===== src/rtl/fam_pkg.sv =====
package fam_pkg;
  localparam logic [7:0] MARK_FRAME = 8'hFC;
  localparam logic [7:0] MARK_MULTI = 8'h7C;

  function automatic logic is_marker(input logic [7:0] oct, input logic ctl);
    return ctl && (oct == MARK_FRAME || oct == MARK_MULTI);
  endfunction

  // Value a marker stands for, given the scrambling mode
  function automatic logic [7:0] marker_value(input logic [7:0] oct, input logic scr,
                                              input logic [7:0] prev_end);
    return scr ? oct : prev_end;
  endfunction
endpackage


===== src/rtl/fam_pos_ctr.sv =====
module fam_pos_ctr #(
  parameter int FCW = 4,
  parameter int KCW = 3
) (
  input  logic           clk,
  input  logic           rst_n,
  input  logic           adv,
  input  logic           force_end,
  input  logic           force_mf,
  input  logic [FCW-1:0] cfg_f,
  input  logic [KCW-1:0] cfg_k,
  output logic [FCW-1:0] oct_pos,
  output logic [KCW-1:0] frm_pos,
  output logic           at_fend
);
  logic frame_done;
  assign at_fend    = (oct_pos == cfg_f - FCW'(1));
  assign frame_done = at_fend || force_end;

  always_ff @(posedge clk) begin
    if (!rst_n) begin
      oct_pos <= '0;
      frm_pos <= '0;
    end else if (adv) begin
      if (frame_done) begin
        oct_pos <= '0;
        if (force_mf || frm_pos == cfg_k - KCW'(1)) frm_pos <= '0;
        else                                       frm_pos <= frm_pos + KCW'(1);
      end else begin
        oct_pos <= oct_pos + FCW'(1);
      end
    end
  end
endmodule


===== src/rtl/fam_cand_trk.sv =====
module fam_cand_trk #(
  parameter int FCW = 4
) (
  input  logic           clk,
  input  logic           rst_n,
  input  logic           adv,
  input  logic           marker,
  input  logic           at_fend,
  input  logic [FCW-1:0] oct_pos,
  output logic           misplaced,
  output logic           realign_evt
);
  logic           cand_v;
  logic [FCW-1:0] cand_p;

  assign misplaced   = adv && marker && !at_fend;
  assign realign_evt = misplaced && cand_v && (cand_p == oct_pos);

  always_ff @(posedge clk) begin
    if (!rst_n) begin
      cand_v <= 1'b0;
      cand_p <= '0;
    end else if (adv && marker) begin
      if (at_fend || realign_evt) begin
        cand_v <= 1'b0;
      end else begin
        cand_v <= 1'b1;
        cand_p <= oct_pos;
      end
    end
  end
endmodule


===== src/rtl/fam_restore.sv =====
module fam_restore (
  input  logic       clk,
  input  logic       rst_n,
  input  logic       adv,
  input  logic       frame_end,
  input  logic [7:0] oct,
  input  logic       ctl,
  input  logic       scr_en,
  input  logic       marker,
  output logic [7:0] r_oct,
  output logic       r_ctl
);
  import fam_pkg::*;
  logic [7:0] prev_end;

  assign r_oct = marker ? marker_value(oct, scr_en, prev_end) : oct;
  assign r_ctl = marker ? 1'b0 : ctl;

  always_ff @(posedge clk) begin
    if (!rst_n)                 prev_end <= 8'h00;
    else if (adv && frame_end)  prev_end <= r_oct;
  end
endmodule


===== src/rtl/frame_align_mon.sv =====
module frame_align_mon #(
  parameter int MAX_F = 16,
  parameter int MAX_K = 32,
  localparam int FCW = $clog2(MAX_F + 1),
  localparam int KCW = $clog2(MAX_K + 1)
) (
  input  logic           clk,
  input  logic           rst_n,
  input  logic           in_valid,
  input  logic [7:0]     in_octet,
  input  logic           in_ctrl,
  input  logic           scr_en,
  input  logic [FCW-1:0] cfg_f,
  input  logic [KCW-1:0] cfg_k,
  output logic           out_valid,
  output logic [7:0]     out_octet,
  output logic           out_ctrl,
  output logic           out_frame_start,
  output logic           out_mf_start,
  output logic           out_realign,
  output logic           out_misalign
);
  import fam_pkg::*;

  logic [FCW-1:0] oct_pos;
  logic [KCW-1:0] frm_pos;
  logic           at_fend, marker, misplaced, realign_evt;
  logic [7:0]     r_oct;
  logic           r_ctl;

  assign marker = is_marker(in_octet, in_ctrl);

  fam_pos_ctr #(.FCW(FCW), .KCW(KCW)) u_pos (
    .clk(clk), .rst_n(rst_n), .adv(in_valid),
    .force_end(realign_evt),
    .force_mf(realign_evt && in_octet == MARK_MULTI),
    .cfg_f(cfg_f), .cfg_k(cfg_k),
    .oct_pos(oct_pos), .frm_pos(frm_pos), .at_fend(at_fend)
  );

  fam_cand_trk #(.FCW(FCW)) u_cand (
    .clk(clk), .rst_n(rst_n), .adv(in_valid), .marker(marker),
    .at_fend(at_fend), .oct_pos(oct_pos),
    .misplaced(misplaced), .realign_evt(realign_evt)
  );

  fam_restore u_rest (
    .clk(clk), .rst_n(rst_n), .adv(in_valid),
    .frame_end(at_fend || realign_evt),
    .oct(in_octet), .ctl(in_ctrl), .scr_en(scr_en), .marker(marker),
    .r_oct(r_oct), .r_ctl(r_ctl)
  );

  always_ff @(posedge clk) begin
    if (!rst_n) begin
      out_valid       <= 1'b0;
      out_octet       <= 8'h00;
      out_ctrl        <= 1'b0;
      out_frame_start <= 1'b0;
      out_mf_start    <= 1'b0;
      out_realign     <= 1'b0;
      out_misalign    <= 1'b0;
    end else if (in_valid) begin
      out_valid       <= 1'b1;
      out_octet       <= r_oct;
      out_ctrl        <= r_ctl;
      out_frame_start <= (oct_pos == '0);
      out_mf_start    <= (oct_pos == '0) && (frm_pos == '0);
      out_realign     <= realign_evt;
      out_misalign    <= misplaced;
    end else begin
      out_valid       <= 1'b0;
      out_ctrl        <= 1'b0;
      out_frame_start <= 1'b0;
      out_mf_start    <= 1'b0;
      out_realign     <= 1'b0;
      out_misalign    <= 1'b0;
    end
  end
endmodule


===== config.mk =====
export PLATFORM = sky130hd
export DESIGN_NAME = frame_align_mon
export DESIGN_NICKNAME = d
export VERILOG_FILES = /design/src/rtl/fam_pkg.sv /design/src/rtl/fam_pos_ctr.sv /design/src/rtl/fam_cand_trk.sv /design/src/rtl/fam_restore.sv /design/src/rtl/frame_align_mon.sv
export SDC_FILE = /design/constraint.sdc
export NUM_CORES = 1
export LEC_CHECK = 0
export BUFFER_PORTS_ARGS = -buffer_cell sky130_fd_sc_hd__buf_2
export CAP_MARGIN = 10
export CORE_ASPECT_RATIO = 0.9
export CORE_MARGIN = 3
export CORE_UTILIZATION = 26
export DETAILED_ROUTE_END_ITERATION = 7
export PLACE_DENSITY = 0.5
export SYNTH_ARGS = -nofsm -noshare
export SYNTH_HDL_FRONTEND = slang
export SYNTH_SLANG_ARGS = --single-unit

===== constraint.sdc =====
create_clock -name clk -period 2.6 [get_ports clk]
set_clock_uncertainty 0.2 [all_clocks]
set_input_delay 0.52 -clock clk [delete_from_list [all_inputs] [get_ports clk]]
set_output_delay 0.52 -clock clk [all_outputs]
set_load 0.05 [all_outputs]

==> results of run 1 <==
registers in the layout (all words and copies together) (netlist names), 5 cells and up:
register and count:
u_pos.frm_pos 6, u_rest.prev_end 8, u_pos.oct_pos 5, u_cand.cand_p 5
out_octet 8
where the power goes:
group / internal, W / leakage (nW) / switching (W)
combinational: 0.0000675 / 0.702 / 0.000117
clock: 0.000241 / 0.0505 / 0.000211
sequential: 0.000614 / 0.317 / 0.00000823
total: 0.000922 / 1.07 / 0.000337
worst reg2reg max path, stage by stage, from the launching register on:
cell and delay (ns):
dfxtp_1 0.49, xnor2_1 0.17, nand2_1 0.16, or4_1 0.52
or3_1 0.48, nand4b_1 0.18, a31oi_1 0.09
routing by layer:
| metal | routed length [um] | track usage, % | up-vias |
|---|---|---|---|
| met5 | 0 | 0 | - |
| met4 | 44 | 2.806 | 0 |
| met3 | 291 | 3.629 | 5 |
| met2 | 1977 | 16.06 | 41 |
| met1 | 2484 | 15.83 | 842 |
| li1 | - | - | 933 |
layout make-up:
type | count | share of cell area (%)
Tap cell | 96 | 4.752
Multi-Input combinational cell | 175 | 46.39
Clock inverter | 1 | 0.2970
Inverter | 14 | 2.079
Clock buffer | 7 | 3.812
Sequential cell | 39 | 30.89
Timing Repair Buffer | 52 | 11.78
Yosys cell counts (6+ instances only):
cell type and count:
a21oi_1 14, and3_1 6, clkbuf_1 9, dfxtp_1 39, ha_1 6, inv_1 13
mux2i_1 8, nand2_1 25, nand3_1 7, nand4b_1 8, nor2_1 25, nor3_1 7
xnor2_1 13, xor2_1 6
how the worst max path moves through the flow:
stage                                       start  depth (start not counted)  slack [ns]                            end
global placement                      in_octet[0]                          7      -0.006  u_pos.frm_pos[4]$_SDFFE_PN0P_
finish              u_pos.oct_pos[2]$_SDFFE_PN0P_                          6        0.20  u_pos.frm_pos[3]$_SDFFE_PN0P_
global route        u_pos.oct_pos[2]$_SDFFE_PN0P_                          6        0.04  u_pos.frm_pos[2]$_SDFFE_PN0P_
CTS                 u_pos.oct_pos[2]$_SDFFE_PN0P_                          6        0.19  u_pos.frm_pos[3]$_SDFFE_PN0P_
floorplan                             in_octet[0]                          7        0.30  u_pos.frm_pos[2]$_SDFFE_PN0P_
detailed placement                       cfg_f[0]                         10       -0.02  u_pos.frm_pos[3]$_SDFFE_PN0P_
logic make-up after synthesis:
logic type / Yosys count / synth area share, %
simple gates: 102 / 26.49
flops: 39 / 37.48
compound gates: 38 / 12.49
buf+inv: 29 / 6.246
xor+xnor: 21 / 9.850
mux: 8 / 3.844
fa+ha+maj: 6 / 3.604
per-stage QoR:
step / hold slack [ns] / utilization (%) / area (um2) / cells / total power [W]
final: 0.2548 / 33.01 / 2527 / 384 / 0.001259
after global routing: 0.2797 / 33.01 / 2527 / 384 / 0.001327
after floorplan: 0.2239 / - / 2083 / 243 / 0.0007586
after CTS: 0.2571 / 33.01 / 2527 / 384 / 0.001278
after global placement: 0.2320 / 31.65 / 2424 / 376 / 0.0008211
after detailed placement: 0.2455 / 31.65 / 2424 / 376 / 0.0008222
==> run metrics, run 1 <==
reg2reg start=u_pos.oct_pos[2]$_SDFFE_PN0P_; Routed WL=4.797 mm; final global-route overflow total=0; Worst-path clk slew=0.08 ns; top cell type's share of synthesized area=37.48%; crit path DAT=2.37 ns; Rel. slew slack=71.05%; crit-path max FO=10; Reg2Reg Depth=6; synthesis-stage register bit count=39; Critical Path RT=2.57 ns; final setup vio count=0; post-DP HPWL=3.672 mm; Top delay family on crit path=simple AND/OR/NAND/NOR gates; drt first-iter violations=66; RePlAce Congestion=0.7867; crit-path cells=xnor2_1, nand2_1, or4_1, or3_1, nand4b_1, a31oi_1; Hold WC Path Type=reg -> reg; Setup crit start kind=flip-flop; Buffers on Ports=37; maximum VDD drop=209.8 uV; area delta synth->final=21.32%; fin. max-slew vios=0; Vert. Die Dim=90.92 um; CTS tree=done; FP Rows=30; post-CTS setup buffers=0; Gates resized, CTS repair=0; most common cell after layout, fill and taps aside=dfxtp_1; Worst path slowest cell=or4_1; CTS Buf Count=5; Setup TNS Final=0 ns; crit-path max cell delay=0.52 ns; startpoint of the worst hold path=u_rest.prev_end[6]$_SDFFE_PN0P_; prevailing post-synth register cell=dfxtp_1; FF-to-FF End=u_pos.frm_pos[3]$_SDFFE_PN0P_; Fmax=417.0 MHz; r2r setup slk=0.20 ns; post-route ant nets=0; run status=complete, no violations; biggest area consumer among synthesized cells=dfxtp_1; Chip Width=100.4 um; Residual DRC=0; DR pass1 iterations=4; n_diodes=0; H-Tree Depth=2; initial antenna violation count=0; Max Root-Sink Buffers=2; Multi-input gate area=1172 um2; actual slew at the worst max-slew pin=0.4310 ns; final hold violations=0; layout cell share with drive strength beyond 1=23.26%; DR vias=1821; Netlist cell types=47; YS warnings=0; pre-CTS setup slack=-0.02467 ns; cells after synthesis=243; pwr/cell area=498.1 nW/um2; core area=7657 um2; largest net degree at the start of global routing=20; vias in the first global route=1753; nets@finish=317; WHS Path Cells=2; main area contributors after synthesis=dfxtp_1 (37%), xnor2_1 (5.5%), nand2_1 (4.5%), nor2_1 (4.5%), mux2i_1 (3.8%); RSZ-0062 raised after global routing=no; hold path endpoint=u_rest.prev_end[6]$_SDFFE_PN0P_; WP buf/inv=0; P_leak=1.070 nW; Post-CTS Hold Buffers=0; maxcap violations=0; Worst Slack Setup Final=0.2018 ns; clk root buf=clkbuf_8; Reg area=780.7 um2; die area=9124 um2; Final Cycle Share=92.24%; Mapped Area=2083 um2; total track usage=11.12%; first-pass GRT wire length=8.238 mm; syn_nets=273; Tmin final=2.398 ns; drt wl/cell=12.49 um; number of flops mapped to enable cells by yosys=0; Starting Density=27.21%; sequential fraction of the synthesis area=37.48%; Post-synth ARST share=0%; routed vias/inst=4.742; worst skew pair latency=0.28 ns; crit end category=flip-flop; Avg Inst Size Synth=8.573 um2; most frequent cells in the layout=dfxtp_1 (39), buf_2 (37), nor2_1 (25), nand2_1 (25), buf_4 (15); Boundary Pins=38; # clock sinks=39; # fillers=835; critical path class=reg -> reg
No activity file was read; power rests on OpenSTA's default activity.
==> run 2: changes to the inputs <==
BUFFER_PORTS_ARGS = unset   (was -buffer_cell sky130_fd_sc_hd__buf_2)
DONT_BUFFER_PORTS = 1   (was unset)
PLACE_DENSITY = 0.46   (was 0.5)
==> run metrics, run 2 (synthesized netlist as in run 1, its figures left out) <==
run status=complete, no violations; largest registers=out_octet x8, u_rest.prev_end x8, u_pos.frm_pos x6; startpoint of the worst hold path=in_valid; Reg2Reg Depth=6; hold path endpoint=out_octet[1]$_SDFFE_PN0P_; Residual DRC=0; crit-path cells=xnor2_1, nand2_1, or4_1, or3_1, nand4b_1, a31oi_1; pwr/cell area=560.3 nW/um2; RSZ-0062 raised after global routing=no; most common cell after layout, fill and taps aside=dfxtp_1; Critical Path RT=2.58 ns; drt wl/cell=14.11 um; first-pass GRT wire length=8.100 mm; RePlAce Congestion=0.7369; Clk pwr share=41.8%; Tmin final=2.369 ns; initial antenna violation count=0; Setup TNS Final=0 ns; crit end category=flip-flop; DR vias=1689; critical path class=reg -> reg; worst skew pair latency=0.30 ns; pre-CTS setup slack=0.07836 ns; core area=7657 um2; Boundary Pins=38; Hold WC Path Type=in -> reg; crit-path max cell delay=0.51 ns; Gates resized, CTS repair=0; vias in the first global route=1646; routed vias/inst=4.924; # clock sinks=39; FF-to-FF End=u_pos.frm_pos[5]$_SDFFE_PN0P_; Logic pwr share=7.0%; Vert. Die Dim=90.92 um; most frequent cells in the layout=dfxtp_1 (39), nor2_1 (25), nand2_1 (25); CTS Buf Count=5; switching part of the total power=25.37%; Internal=0.0009742 W; Routed WL=4.840 mm; Worst path slowest cell=or4_1; layout cell share with drive strength beyond 1=10.53%; crit path DAT=2.34 ns; nets@finish=276; post-route ant nets=0; Final Cycle Share=91.10%; area delta synth->final=11.83%; largest net degree at the start of global routing=30; Rel. slew slack=63.92%; crit-path max FO=10; clk root buf=clkbuf_8; FP Rows=30; Post-CTS Hold Buffers=0; Seq pwr share=51.2%; post-CTS setup buffers=0; final global-route overflow total=0; post-DP HPWL=3.626 mm; Fmax=422.2 MHz; maximum VDD drop=215.3 uV; die area=9124 um2; maxcap violations=0; actual slew at the worst max-slew pin=0.5405 ns; drt first-iter violations=83; total track usage=11.21%; Setup crit start kind=flip-flop; final setup vio count=0; WP buf/inv=0; Net Sw Power=0.0003311 W; n_diodes=0; Top delay family on crit path=simple AND/OR/NAND/NOR gates; P_leak=0.9020 nW; Worst Slack Setup Final=0.2313 ns; fin. max-slew vios=0; Starting Density=27.21%; Buffers on Ports=0; DR pass1 iterations=4; final hold violations=0; reg2reg start=u_pos.oct_pos[2]$_SDFFE_PN0P_; H-Tree Depth=2; Max Root-Sink Buffers=2; WHS Path Cells=1; r2r setup slk=0.23 ns; CTS tree=done; Worst-path clk slew=0.08 ns; Chip Width=100.4 um
[run 2: area by class of cell]
class	instances	area [um2]
Clock buffer	6	82.58
Tap cell	96	120.1
Inverter	14	52.55
Timing Repair Buffer	11	82.58
Fill cell	834	5328
Sequential cell	39	780.7
Clock inverter	2	38.79
Multi-Input combinational cell	175	1172
[run 2: worst reg2reg max path, cell delays in order, from the launching register on]
cell      delay [ns]
dfxtp_1         0.48
xnor2_1         0.16
nand2_1         0.17
or4_1           0.52
or3_1           0.48
nand4b_1        0.17
a31oi_1         0.08
[run 2: per-layer routing]
metal,wire length (um),global-route usage (%)
met4,62,3.367
met2,2024,16.00
met3,433,5.328
met1,2320,14.88
met5,0,0
[run 2: power groups by stage]
stage               clock, W  combinational [W]  sequential, W
CTS                 0.000565          0.0000924       0.000669
finish              0.000546          0.0000913       0.000668
global placement           0          0.0000924       0.000683
detailed placement         0          0.0000919       0.000683
floorplan                  0          0.0000794       0.000679
global route        0.000593           0.000104       0.000671
[run 2: worst max path at each step]
stage                                              from                       endpoint  cells past startpoint
after floorplan                             in_octet[0]  u_pos.frm_pos[2]$_SDFFE_PN0P_                      7
after global placement                         cfg_f[0]  u_pos.frm_pos[5]$_SDFFE_PN0P_                     11
after detailed placement                       cfg_f[0]  u_pos.frm_pos[3]$_SDFFE_PN0P_                     11
after CTS                 u_pos.oct_pos[2]$_SDFFE_PN0P_  u_pos.frm_pos[3]$_SDFFE_PN0P_                      6
after global routing      u_pos.oct_pos[2]$_SDFFE_PN0P_  u_pos.frm_pos[3]$_SDFFE_PN0P_                      6
final                     u_pos.oct_pos[2]$_SDFFE_PN0P_  u_pos.frm_pos[5]$_SDFFE_PN0P_                      6
[run 2: metrics by stage]
stage	utilization (%)	power [W]	cells	instance area (um2)	hold WS, ns
global placement	28.84	0.0007751	335	2208	0.2406
detailed placement	28.84	0.0007748	335	2208	0.2397
floorplan	-	0.0007586	243	2083	0.2239
global route	30.42	0.001367	343	2330	0.07116
finish	30.42	0.001305	343	2330	0.09989
CTS	30.42	0.001326	343	2330	0.08646
